$ cat config.mk
export PLATFORM = sky130hd
export DESIGN_NAME = irqc_cpu_port
export DESIGN_NICKNAME = d
export VERILOG_FILES = /design/src/rtl/irqc_pkg.sv /design/src/rtl/irqc_regs.sv /design/src/rtl/irqc_active.sv /design/src/rtl/irqc_qualify.sv /design/src/rtl/irqc_cpu_port.sv
export SDC_FILE = /design/constraint.sdc
export NUM_CORES = 1
export LEC_CHECK = 0
export BUFFER_PORTS_ARGS = -buffer_cell sky130_fd_sc_hd__buf_2
export CAP_MARGIN = 20
export CORE_UTILIZATION = 37
export DETAILED_ROUTE_END_ITERATION = 7
export GPL_TIMING_DRIVEN = 0
export PLACE_DENSITY_LB_ADDON = 0.3
export SYNTH_ARGS = -nofsm -noshare
export SYNTH_HDL_FRONTEND = slang
export SYNTH_SLANG_ARGS = --single-unit
$ cat constraint.sdc
create_clock -name clk -period 3.5 [get_ports clk]
set_input_delay 0.7 -clock clk [delete_from_list [all_inputs] [get_ports clk]]
set_output_delay 0.7 -clock clk [all_outputs]
set_load 0.01 [all_outputs]
$ cat src/rtl/irqc_pkg.sv
package irqc_pkg;
  localparam int ID_W = 10;
  localparam logic [ID_W-1:0] SPURIOUS_ID = 10'd1023;
  localparam logic [ID_W-1:0] MAX_ID      = 10'd1020;

  typedef enum logic [1:0] {
    REG_CTRL  = 2'd0,
    REG_PMASK = 2'd1,
    REG_ACK   = 2'd2,
    REG_EOI   = 2'd3
  } reg_sel_e;
endpackage

$ cat src/rtl/irqc_regs.sv
module irqc_regs
  import irqc_pkg::*;
#(
  parameter int PRIO_W = 8
) (
  input  logic              clk,
  input  logic              rst,
  input  logic              wr_i,
  input  logic [1:0]        addr_i,
  input  logic [PRIO_W-1:0] wdata_i,
  output logic              en_o,
  output logic [PRIO_W-1:0] mask_o
);
  always_ff @(posedge clk) begin
    if (rst) begin
      en_o   <= 1'b0;
      mask_o <= '0;
    end else if (wr_i) begin
      if (addr_i == REG_CTRL)  en_o   <= wdata_i[0];
      if (addr_i == REG_PMASK) mask_o <= wdata_i;
    end
  end

  AST_CTRL_HOLD: assert property (@(posedge clk) disable iff (rst)
    !wr_i |=> $stable(en_o) && $stable(mask_o));
endmodule

$ cat src/rtl/irqc_active.sv
module irqc_active
  import irqc_pkg::*;
#(
  parameter int NUM_IRQ = 64
) (
  input  logic            clk,
  input  logic            rst,
  input  logic            set_i,
  input  logic [ID_W-1:0] set_id_i,
  input  logic            clr_i,
  input  logic [ID_W-1:0] clr_id_i,
  input  logic [ID_W-1:0] look_id_i,
  output logic            look_hit_o,
  output logic            clr_hit_o
);
  localparam int IDX_W = (NUM_IRQ > 1) ? $clog2(NUM_IRQ) : 1;

  logic [NUM_IRQ-1:0] active_q;

  function automatic logic in_range(input logic [ID_W-1:0] id);
    return (int'(id) < NUM_IRQ) && (id <= MAX_ID);
  endfunction

  assign look_hit_o = in_range(look_id_i) && active_q[look_id_i[IDX_W-1:0]];
  assign clr_hit_o  = clr_i && in_range(clr_id_i) && active_q[clr_id_i[IDX_W-1:0]];

  for (genvar g = 0; g < NUM_IRQ; g++) begin : g_bit
    always_ff @(posedge clk) begin
      if (rst)
        active_q[g] <= 1'b0;
      else if (set_i && (set_id_i == ID_W'(g)))
        active_q[g] <= 1'b1;
      else if (clr_hit_o && (clr_id_i == ID_W'(g)))
        active_q[g] <= 1'b0;
    end
  end

  AST_ACK_MARKS_ACTIVE: assert property (@(posedge clk) disable iff (rst)
    set_i |=> active_q[$past(set_id_i[IDX_W-1:0])]);
  AST_EOI_RETIRES: assert property (@(posedge clk) disable iff (rst)
    clr_hit_o && !set_i |=> !active_q[$past(clr_id_i[IDX_W-1:0])]);
  AST_EOI_NOOP: assert property (@(posedge clk) disable iff (rst)
    clr_i && !clr_hit_o && !set_i |=> $stable(active_q));
endmodule

$ cat src/rtl/irqc_qualify.sv
module irqc_qualify
  import irqc_pkg::*;
#(
  parameter int NUM_IRQ = 64,
  parameter int PRIO_W  = 8
) (
  input  logic              clk,
  input  logic              rst,
  input  logic              en_i,
  input  logic [PRIO_W-1:0] mask_i,
  input  logic              cand_valid_i,
  input  logic [ID_W-1:0]   cand_id_i,
  input  logic [PRIO_W-1:0] cand_prio_i,
  input  logic              cand_active_i,
  input  logic              ack_fire_i,
  output logic              qual_o,
  output logic              irq_o
);
  logic id_ok;

  assign id_ok  = (int'(cand_id_i) < NUM_IRQ) && (cand_id_i <= MAX_ID);
  assign qual_o = en_i && cand_valid_i && id_ok && !cand_active_i &&
                  (cand_prio_i < mask_i);

  always_ff @(posedge clk) begin
    if (rst) irq_o <= 1'b0;
    else     irq_o <= qual_o && !ack_fire_i;
  end

  AST_OFF_SILENT: assert property (@(posedge clk) disable iff (rst)
    !en_i |=> !irq_o);
  AST_MASK_STRICT: assert property (@(posedge clk) disable iff (rst)
    (cand_prio_i >= mask_i) |=> !irq_o);
  AST_ACTIVE_QUIET: assert property (@(posedge clk) disable iff (rst)
    cand_active_i |=> !irq_o);
endmodule

$ cat src/rtl/irqc_cpu_port.sv
module irqc_cpu_port
  import irqc_pkg::*;
#(
  parameter int NUM_IRQ = 64,
  parameter int PRIO_W  = 8,
  parameter int DATA_W  = 32
) (
  input  logic              clk,
  input  logic              rst,
  input  logic              cand_valid_i,
  input  logic [9:0]        cand_id_i,
  input  logic [PRIO_W-1:0] cand_prio_i,
  input  logic              bus_wr_i,
  input  logic              bus_rd_i,
  input  logic [1:0]        bus_addr_i,
  input  logic [DATA_W-1:0] bus_wdata_i,
  output logic [DATA_W-1:0] bus_rdata_o,
  output logic              bus_rvalid_o,
  output logic              irq_o,
  output logic              ack_valid_o,
  output logic [9:0]        ack_id_o
);
  logic              en;
  logic [PRIO_W-1:0] mask;
  logic              qual;
  logic              cand_active;
  logic              ack_fire;
  logic              eoi_req;
  logic              eoi_hit;
  logic              upper_clear;
  logic [DATA_W-1:0] rd_next;

  assign upper_clear = ~|bus_wdata_i[DATA_W-1:ID_W];
  assign ack_fire    = bus_rd_i && (bus_addr_i == REG_ACK) && qual;
  assign eoi_req     = bus_wr_i && (bus_addr_i == REG_EOI) && upper_clear;

  irqc_regs #(.PRIO_W(PRIO_W)) regs_i (
    .clk     (clk),
    .rst     (rst),
    .wr_i    (bus_wr_i),
    .addr_i  (bus_addr_i),
    .wdata_i (bus_wdata_i[PRIO_W-1:0]),
    .en_o    (en),
    .mask_o  (mask)
  );

  irqc_active #(.NUM_IRQ(NUM_IRQ)) active_i (
    .clk        (clk),
    .rst        (rst),
    .set_i      (ack_fire),
    .set_id_i   (cand_id_i),
    .clr_i      (eoi_req),
    .clr_id_i   (bus_wdata_i[ID_W-1:0]),
    .look_id_i  (cand_id_i),
    .look_hit_o (cand_active),
    .clr_hit_o  (eoi_hit)
  );

  irqc_qualify #(.NUM_IRQ(NUM_IRQ), .PRIO_W(PRIO_W)) qual_i (
    .clk           (clk),
    .rst           (rst),
    .en_i          (en),
    .mask_i        (mask),
    .cand_valid_i  (cand_valid_i),
    .cand_id_i     (cand_id_i),
    .cand_prio_i   (cand_prio_i),
    .cand_active_i (cand_active),
    .ack_fire_i    (ack_fire),
    .qual_o        (qual),
    .irq_o         (irq_o)
  );

  always_comb begin
    unique case (bus_addr_i)
      REG_CTRL:  rd_next = DATA_W'(en);
      REG_PMASK: rd_next = DATA_W'(mask);
      REG_ACK:   rd_next = qual ? DATA_W'(cand_id_i) : DATA_W'(SPURIOUS_ID);
      default:   rd_next = '0;
    endcase
  end

  always_ff @(posedge clk) begin
    if (rst) begin
      bus_rdata_o  <= '0;
      bus_rvalid_o <= 1'b0;
      ack_valid_o  <= 1'b0;
      ack_id_o     <= '0;
    end else begin
      bus_rvalid_o <= bus_rd_i;
      ack_valid_o  <= ack_fire;
      if (bus_rd_i) bus_rdata_o <= rd_next;
      if (ack_fire) ack_id_o    <= cand_id_i;
    end
  end

  AST_SPURIOUS_ID: assert property (@(posedge clk) disable iff (rst)
    bus_rvalid_o && !ack_valid_o && ($past(bus_addr_i) == REG_ACK)
      |-> bus_rdata_o == DATA_W'(SPURIOUS_ID));
  AST_ACK_ECHO: assert property (@(posedge clk) disable iff (rst)
    ack_valid_o |-> bus_rvalid_o && (bus_rdata_o == DATA_W'(ack_id_o)) && !irq_o);
  AST_ACK_RANGE: assert property (@(posedge clk) disable iff (rst)
    ack_valid_o |-> (ack_id_o <= MAX_ID) && (int'(ack_id_o) < NUM_IRQ));
  AST_EOI_GATED: assert property (@(posedge clk) disable iff (rst)
    eoi_hit |-> upper_clear);
endmodule

==> summary.md, run 1 <==
| Metric | Value |
|---|---|
| Pins Over Slew Limit | `0` |
| Largest net degree at the start of global routing | `15` |
| Cell area after layout | `6686 sq um` |
| Chip width | `126.4 microns` |
| Detail Placement HPWL | `between 10 and 15 mm` |
| Via count of the routed design | `5,751` |
| Max_cap viols | `0` |
| # hold bufs at CTS | `0` |
| RePlAce Congestion | `0.9455` |
| Power per cell area | `351.5 nW/um^2` |
| FF-to-FF setup slack | `0.67 ns` |
| HP Start | `bus_rdata_o[8]` |
| Least-Margin Pin Slew | `1.002 ns` |
| Tmin final | `2.951 ns` |
| Layout Cells excl Fill | `approximately 950` |
| Layout cell share with drive strength beyond 1 | `0.2170` |
| Worst reg2reg path depth | `9` |
| Antenna violations before repair | `0` |
| Clock Path Buffers | `2` |
| P&R area growth vs syn | `16.76%` |
| Placed cell count | `between 900 and 1,000` |
| Die H | `126.4 microns` |
| Worst Path Buf+Inv | `2` |
| Setup TNS | `0 ns` |
| Iteration count of the initial detailed-routing pass | `5` |
| Number of global-route vias before repair | `between 5,000 and 6,000` |
| TritonCTS Buffers | `9` |
| Post-CTS setup buffer count | `0` |
| Hold Crit Endpoint | `bus_rdata_o[8]` |
| Mean post-synth cell area | `around 8.8 sq um` |
| Peak VDD IR | `0.2359 mV` |
| Final wirelength | `19.58 mm` |
| Hold Vio Cnt, Final | `0` |
| Root Driver | `clkbuf_16` |
| Worst slew margin | `0.3256` |
| Max Clock Freq | `338.9 MHz` |
| Worst hold path type | `reg -> reg` |
| Cell Chain, Critical Path | `buf_2 > nor4_1 > nand4_1 > nor3_1 > o2111ai_2 > clkbuf_1 > o211ai_1 > o21ai_0` |
| # setup viols final | `0` |
| Crit Path Max Fanout | `10` |
| Crit. End Element | `flip-flop` |
| Ys flop type | `dfxtp_1` |
| Cells after Synth | `653` |
| Crit start category | `input port` |
| Crit-path slowest cell | `nor3_1` |
| First-pass GRT wire length | `about 31 mm` |
| Routed Antenna Nets | `0` |
| Row count | `45` |
| Antenna diodes | `0` |
| CP Data Required Time | `roughly 3.7 ns` |
| Yosys reg bits | `96` |
| Kind of critical path | `in -> reg` |
| Sink Count | `96` |
| Total die area | `15,980 sq um` |
| WP data arrival | `3.19 ns` |
| Leak | `~2.6 nW` |
| Area after DPL | `6421 sq um` |
| Hold path cells | `2` |
| CTS tree | `yes` |
| Resized cells post-CTS | `0` |
| Tot GR Track Use | `0.2525` |
| Final period utilization | `0.8432` |
| Initial Utilization | `0.3781` |
| H-tree levels | `3` |
| Worst r2r src | `regs_i.mask_o[5]` |
| Crit path max-delay family | `simple AND/OR/NAND/NOR gates` |
| GRT Residual Overflow | `0` |
| DRC | `0` |
| Run status | `finished clean` |
| Number of synthesized flops with an enable pin | `0` |
| Routed length per placed instance | `20.54 microns` |
| Vias per cell | `6.035` |
| Worst skew pair latency | `0.36 ns` |
| Core Util, Final | `0.4415` |
| Final Skew | `around 0.0093 ns` |
| Post-synthesis cell area | `5727 sq um` |
| Asr flop ratio synth | `0` |
| Top Ports | `approximately 100` |
| Initial DRC count | `about 590` |
| # nets final | `825` |
| Worst-path clk slew | `0.06 ns` |
| RR Endpoint | `active_i.active_q[57]` |
| YS warnings | `0` |
| PortBufs | `75` |
| Critical path's largest stage delay | `0.59 ns` |
| Seq/Total Area, Yosys | `0.3356` |
| Distinct cells, synth | `57` |
| Core Area | `between 15,000 and 20,000 sq um` |
| RSZ-0062 raised after global routing | `false` |
## per-layer routing
layer	vias to the layer above	routed length (microns)	track usage
met4	0	707	0.1113
met2	372	8408	0.3861
li1	2632	-	-
met3	62	2009	0.05778
met1	2685	8454	0.3402
met5	-	0	0
## state kept, by name, indices dropped and copies added (netlist names)
register	flops
active_i.active_q	64
qual_i.irq_o	1
ack_valid_o	1
bus_rdata_o	10
regs_i.en_o	1
ack_id_o	10
regs_i.mask_o	8
bus_rvalid_o	1
## cells in the mapped netlist (all sizes together), types with 2 or more instances
library cell   n  area share
dfxtp         96        0.34
nand2         86       0.056
o211ai        61       0.080
o21ai         44       0.038
buf           41       0.054
nor2          41       0.028
mux2i         35       0.061
clkbuf        27       0.018
nand3         27       0.025
mux4          24       0.096
a21oi         20       0.017
inv           15      0.0098
nor3          14       0.012
nor2b         12       0.013
o41ai         11       0.018
nand4         10       0.016
o31ai         10       0.013
a31oi          8      0.0087
nor4           8      0.0087
and3           7      0.0076
ha             7       0.015
nand2b         7      0.0076
a22oi          5      0.0066
or3            5      0.0055
and2           4      0.0046
o311ai         4      0.0061
nor3b          3      0.0039
o22ai          3      0.0033
a21o           2      0.0026
a22o           2      0.0031
nand3b         2      0.0026
## worst max path at each step
stage                         startpoint                    end  slack (ns)  cells past startpoint
after floorplan           cand_prio_i[7]  active_i.active_q[26]        0.90                      8
after global placement    bus_wdata_i[1]   active_i.active_q[1]        0.33                      8
after detailed placement  bus_wdata_i[6]   active_i.active_q[1]        0.29                      8
after CTS                 bus_wdata_i[6]   active_i.active_q[4]        0.62                      8
after global routing      bus_wdata_i[6]   active_i.active_q[5]        0.42                      8
final                     bus_wdata_i[6]   active_i.active_q[4]        0.55                      8
## worst reg2reg max path: cells and delay by family, from the launching register on
family,cells,cell delay [ns]
AOI/OAI and AO/OA,3,0.41
adders and majority gates,1,0.30
buffers and inverters,2,0.40
DFF,1,0.43
and+or+nand+nor,3,1.19
## placed cells by master (no fill, tap or decap), types with 4 or more instances in the layout
cell / instances
a21oi_1: 20
a22oi_1: 5
a31oi_1: 8
and3_1: 7
buf_2: 84
buf_4: 25
buf_6: 5
clkbuf_1: 26
clkbuf_16: 9
conb_1: 22
dfxtp_1: 96
ha_1: 7
inv_1: 14
mux2i_1: 35
mux4_2: 21
nand2_1: 86
nand2b_1: 7
nand3_1: 25
nand4_1: 7
nor2_1: 39
nor2b_1: 12
nor3_1: 14
nor4_1: 8
o211ai_1: 61
o21ai_0: 39
o21ai_1: 5
o311ai_0: 4
o31ai_1: 10
o41ai_1: 10
or3_1: 5
## cell type report
cell class | instances | area (sq um)
tap | 188 | 235.2
multi-input combinational | 495 | 3411
timing repair buffer | 76 | 380.4
buffer | 68 | 416.7
clock buffer | 12 | 246.5
fill | 1486 | 8459
clock inverter | 3 | 18.77
sequential | 96 | 1922
inverter | 15 | 56.30
## kinds of logic (layout without fill, tap and decap cells)
| kind of cell | Yosys count | count (layout) | synth area share |
|---|---|---|---|
| muxes | 60 | 60 | 0.1595 |
| adders and majority gates | 7 | 7 | 0.01529 |
| DFF | 96 | 96 | 0.3356 |
| AOI/OAI and AO/OA | 175 | 175 | 0.2080 |
| other | 1 | 22 | 0.0006548 |
| and+or+nand+nor | 231 | 231 | 0.1984 |
| buffers and inverters | 83 | 174 | 0.08259 |
## through the flow
step | hold slack, ns | worst slack [ns] | total power [mW]
after floorplan | 0.4504 | 0.8967 | 1.324
after global placement | 0.4453 | 0.3257 | 1.436
after detailed placement | 0.4505 | 0.2862 | 1.437
after CTS | 0.4601 | 0.6244 | 2.354
after global routing | 0.4845 | 0.4199 | 2.428
final | 0.4582 | 0.5489 | 2.350
## where the power goes
group / internal [mW] / switching [mW]
Combinational: 0.113 / 0.199
Sequential: 1.10 / 0.00716
Clock: 0.497 / 0.433
Power figures use the tool's default switching activity.
==> run 2, diff against run 1 <==
==> constraint.sdc (replaced) <==
create_clock -name clk -period 2.6 [get_ports clk]
set_input_delay 0.52 -clock clk [delete_from_list [all_inputs] [get_ports clk]]
set_output_delay 0.52 -clock clk [all_outputs]
set_load 0.01 [all_outputs]
==> run 2 against run 1 <==
Net effect: setup slack got worse by 0.51 ns; hold slack got worse by 0.046 ns; critical path depth fell by 1; sequential power up 34%; clock power rose by 35%; via count increased by 0.47%; non-clock buffer count up 3; power is 35% higher; global-route usage is essentially flat; cell area up 1.2%; critical endpoint is now active_i.active_q[28].
==> summary.md, run 2 (same netlist as run 1, synthesis figures left out) <==
| Metric | Value |
|---|---|
| Final wirelength | `19.72 mm (+0.72%)` |
| CP Data Required Time | `2.83 ns (-0.91 ns)` |
| Critical path's largest stage delay | `0.87 ns (+0.28 ns)` |
| Root Driver | `clkbuf_16` |
| Setup TNS | `0 ns (unchanged)` |
| Kind of critical path | `in -> reg` |
| Row count | `45 (unchanged)` |
| Crit. End Element | `flip-flop` |
| Number of flip-flops under the largest register name | `64 (unchanged)` |
| RSZ-0062 raised after global routing | `false` |
| Run status | `finished clean` |
| Hold Crit Endpoint | `regs_i.mask_o[6]` |
| Crit-path slowest cell | `nor4_1` |
| Hold path cells | `3 (+1)` |
| Crit. path cell count | `7 (-1)` |
| Total power | `3.171 mW (+35%)` |
| Largest regs | `active_i.active_q: 64 flops, ack_id_o: 10 flops, bus_rdata_o: 10 flops` |
| TritonCTS Buffers | `9 (unchanged)` |
| Iteration count of the initial detailed-routing pass | `5 (unchanged)` |
| Initial Utilization | `0.3781 (unchanged)` |
| Worst reg2reg path depth | `9 (unchanged)` |
| Total die area | `15,980 sq um (unchanged)` |
| Hold Vio Cnt, Final | `0 (unchanged)` |
| Least-Margin Pin Slew | `1.005 ns (+0.002995 ns)` |
| RR Endpoint | `active_i.active_q[26]` |
| Most used cell, CP | `buf_2` |
| Cell Chain, Critical Path | `buf_2 > buf_2 > buf_2 > nor4_1 > nand3_1 > o211ai_1 > o41ai_1` |
| Max_cap viols | `0 (unchanged)` |
| Routed length per placed instance | `20.63 microns (+0.40%)` |
| RePlAce Congestion | `0.9455 (unchanged)` |
| Crit Path Max Fanout | `10 (unchanged)` |
| Chip width | `126.4 microns (unchanged)` |
| CTS tree | `yes` |
| Most common cell after layout, fill and taps aside | `dfxtp_1` |
| Number of global-route vias before repair | `5,498 (+0.055%)` |
| Antenna violations before repair | `0 (unchanged)` |
| Antenna diodes | `0 (unchanged)` |
| Placed cell count | `938 (unchanged)` |
| Final period utilization | `0.9842` |
| H-tree levels | `3 (unchanged)` |
| Largest net degree at the start of global routing | `15 (unchanged)` |
| Detail Placement HPWL | `14.53 mm (unchanged)` |
| Layout Cells excl Fill | `956 (+0.31%)` |
| Vias per cell | `6.044 (+0.15%)` |
| Die H | `126.4 microns (unchanged)` |
| Worst r2r src | `regs_i.mask_o[5]` |
| Tot GR Track Use | `0.2526 (about the same)` |
| Worst Path Buf+Inv | `3 (+1)` |
| DRC | `0 (unchanged)` |
| Core Area | `15,150 sq um (unchanged)` |
| Leak | `2.595 nW (+0.95%)` |
| WP data arrival | `2.79 ns (-0.40 ns)` |
| Sink Count | `96 (unchanged)` |
| Via count of the routed design | `5,778 (+0.47%)` |
| PortBufs | `75 (unchanged)` |
| # setup viols final | `0 (unchanged)` |
| CP startpoint | `bus_wdata_i[1]` |
| Peak VDD IR | `0.3185 mV (+35%)` |
| Crit path max-delay family | `simple AND/OR/NAND/NOR gates` |
| FF-to-FF setup slack | `0.11 ns (-0.56 ns)` |
| Worst hold path type | `in -> reg` |
| GRT Residual Overflow | `0 (unchanged)` |
| Initial DRC count | `624 (+5.2%)` |
| P&R area growth vs syn | `18.16%` |
| Max Clock Freq | `390.8 MHz` |
| Top Ports | `102 (unchanged)` |
| Power per cell area | `468.6 nW/um^2 (+33%)` |
| HP Start | `bus_wdata_i[6]` |
| # nets final | `828 (+0.36%)` |
| Most flops, register | `active_i.active_q` |
| Worst skew pair latency | `0.36 ns (about the same)` |
| Pins Over Slew Limit | `0 (unchanged)` |
| Routed Antenna Nets | `0 (unchanged)` |
| Tmin final | `2.559 ns` |
| Crit start category | `input port` |
| First-pass GRT wire length | `30.68 mm (+0.14%)` |
| Layout cell share with drive strength beyond 1 | `0.2318 (+0.01478)` |
| Worst-path clk slew | `0.07 ns (about the same)` |
| Commonest cells after routing, fill and taps aside | `dfxtp_1, nand2_1, buf_2, o211ai_1` |
| Final Skew | `0.01078 ns (+0.001470 ns)` |
| Clock Path Buffers | `2 (unchanged)` |
| Worst slew margin | `0.3236 (-0.002015)` |
-- run 2: worst reg2reg max path, delay by kind of cell, from the launching register on --
family | cells | cell delay [ns]
compound gates | 3 | 0.54
fa+ha+maj | 1 | 0.29
flops | 1 | 0.38
buf+inv | 2 | 0.29
simple gates | 3 | 0.93
-- run 2: area by class of cell --
| cell class | instances | area (sq um) |
|---|---|---|
| plain buffers | 68 | 426.7 |
| clock buffers | 12 | 246.5 |
| clock inverters | 3 | 18.77 |
| fillers | 1481 | 8379 |
| inverters | 15 | 56.30 |
| multi-input cells | 495 | 3457 |
| flip-flops and latches | 96 | 1923 |
| well taps | 188 | 235.2 |
| repair buffers | 79 | 402.9 |
-- run 2: how the worst max path moves through the flow --
stage,slack (ns),endpoint
2_1_floorplan,0.18,active_i.active_q[26]
3_3_place_gp,-0.39,active_i.active_q[1]
3_5_place_dp,-0.43,active_i.active_q[1]
4_1_cts,0.008,active_i.active_q[19]
5_1_grt,0.008,active_i.active_q[60]
6_report,0.04,active_i.active_q[28]
-- run 2: repair_timing --
item | in CTS | in global routing
setup buffers | 2 | 1
gates resized for setup | 8 | 8
pin swaps | 1 | 1
endpoints found under the setup margin | 52 | 59
hold buffers | 0 | 0
-- run 2: power by group --
group	switching (mW)	internal (mW)
sequential	0.00963	1.48
clock	0.586	0.669
combinational	0.270	0.152
total	0.866	2.30
-- run 2: metrics by stage --
step	hold slack, ns	setup slack, ns	util	area (sq um)
finish	0.4118	0.04107	0.4468	6766
global route	0.4379	0.008272	0.4468	6766
floorplan	0.4504	0.1767	-	5806
detailed placement	0.4505	-0.4338	0.4240	6421
CTS	0.4078	0.007694	0.4443	6729
global placement	0.4453	-0.3943	0.4236	6416
-- run 2: routing by layer --
metal | vias up | track usage | share of wire
li1 | 2621 | - | -
met1 | 2737 | 0.3397 | 0.42
met2 | 368 | 0.3867 | 0.44
met3 | 52 | 0.05736 | 0.11
met4 | 0 | 0.1134 | 0.031
met5 | - | 0 | 0
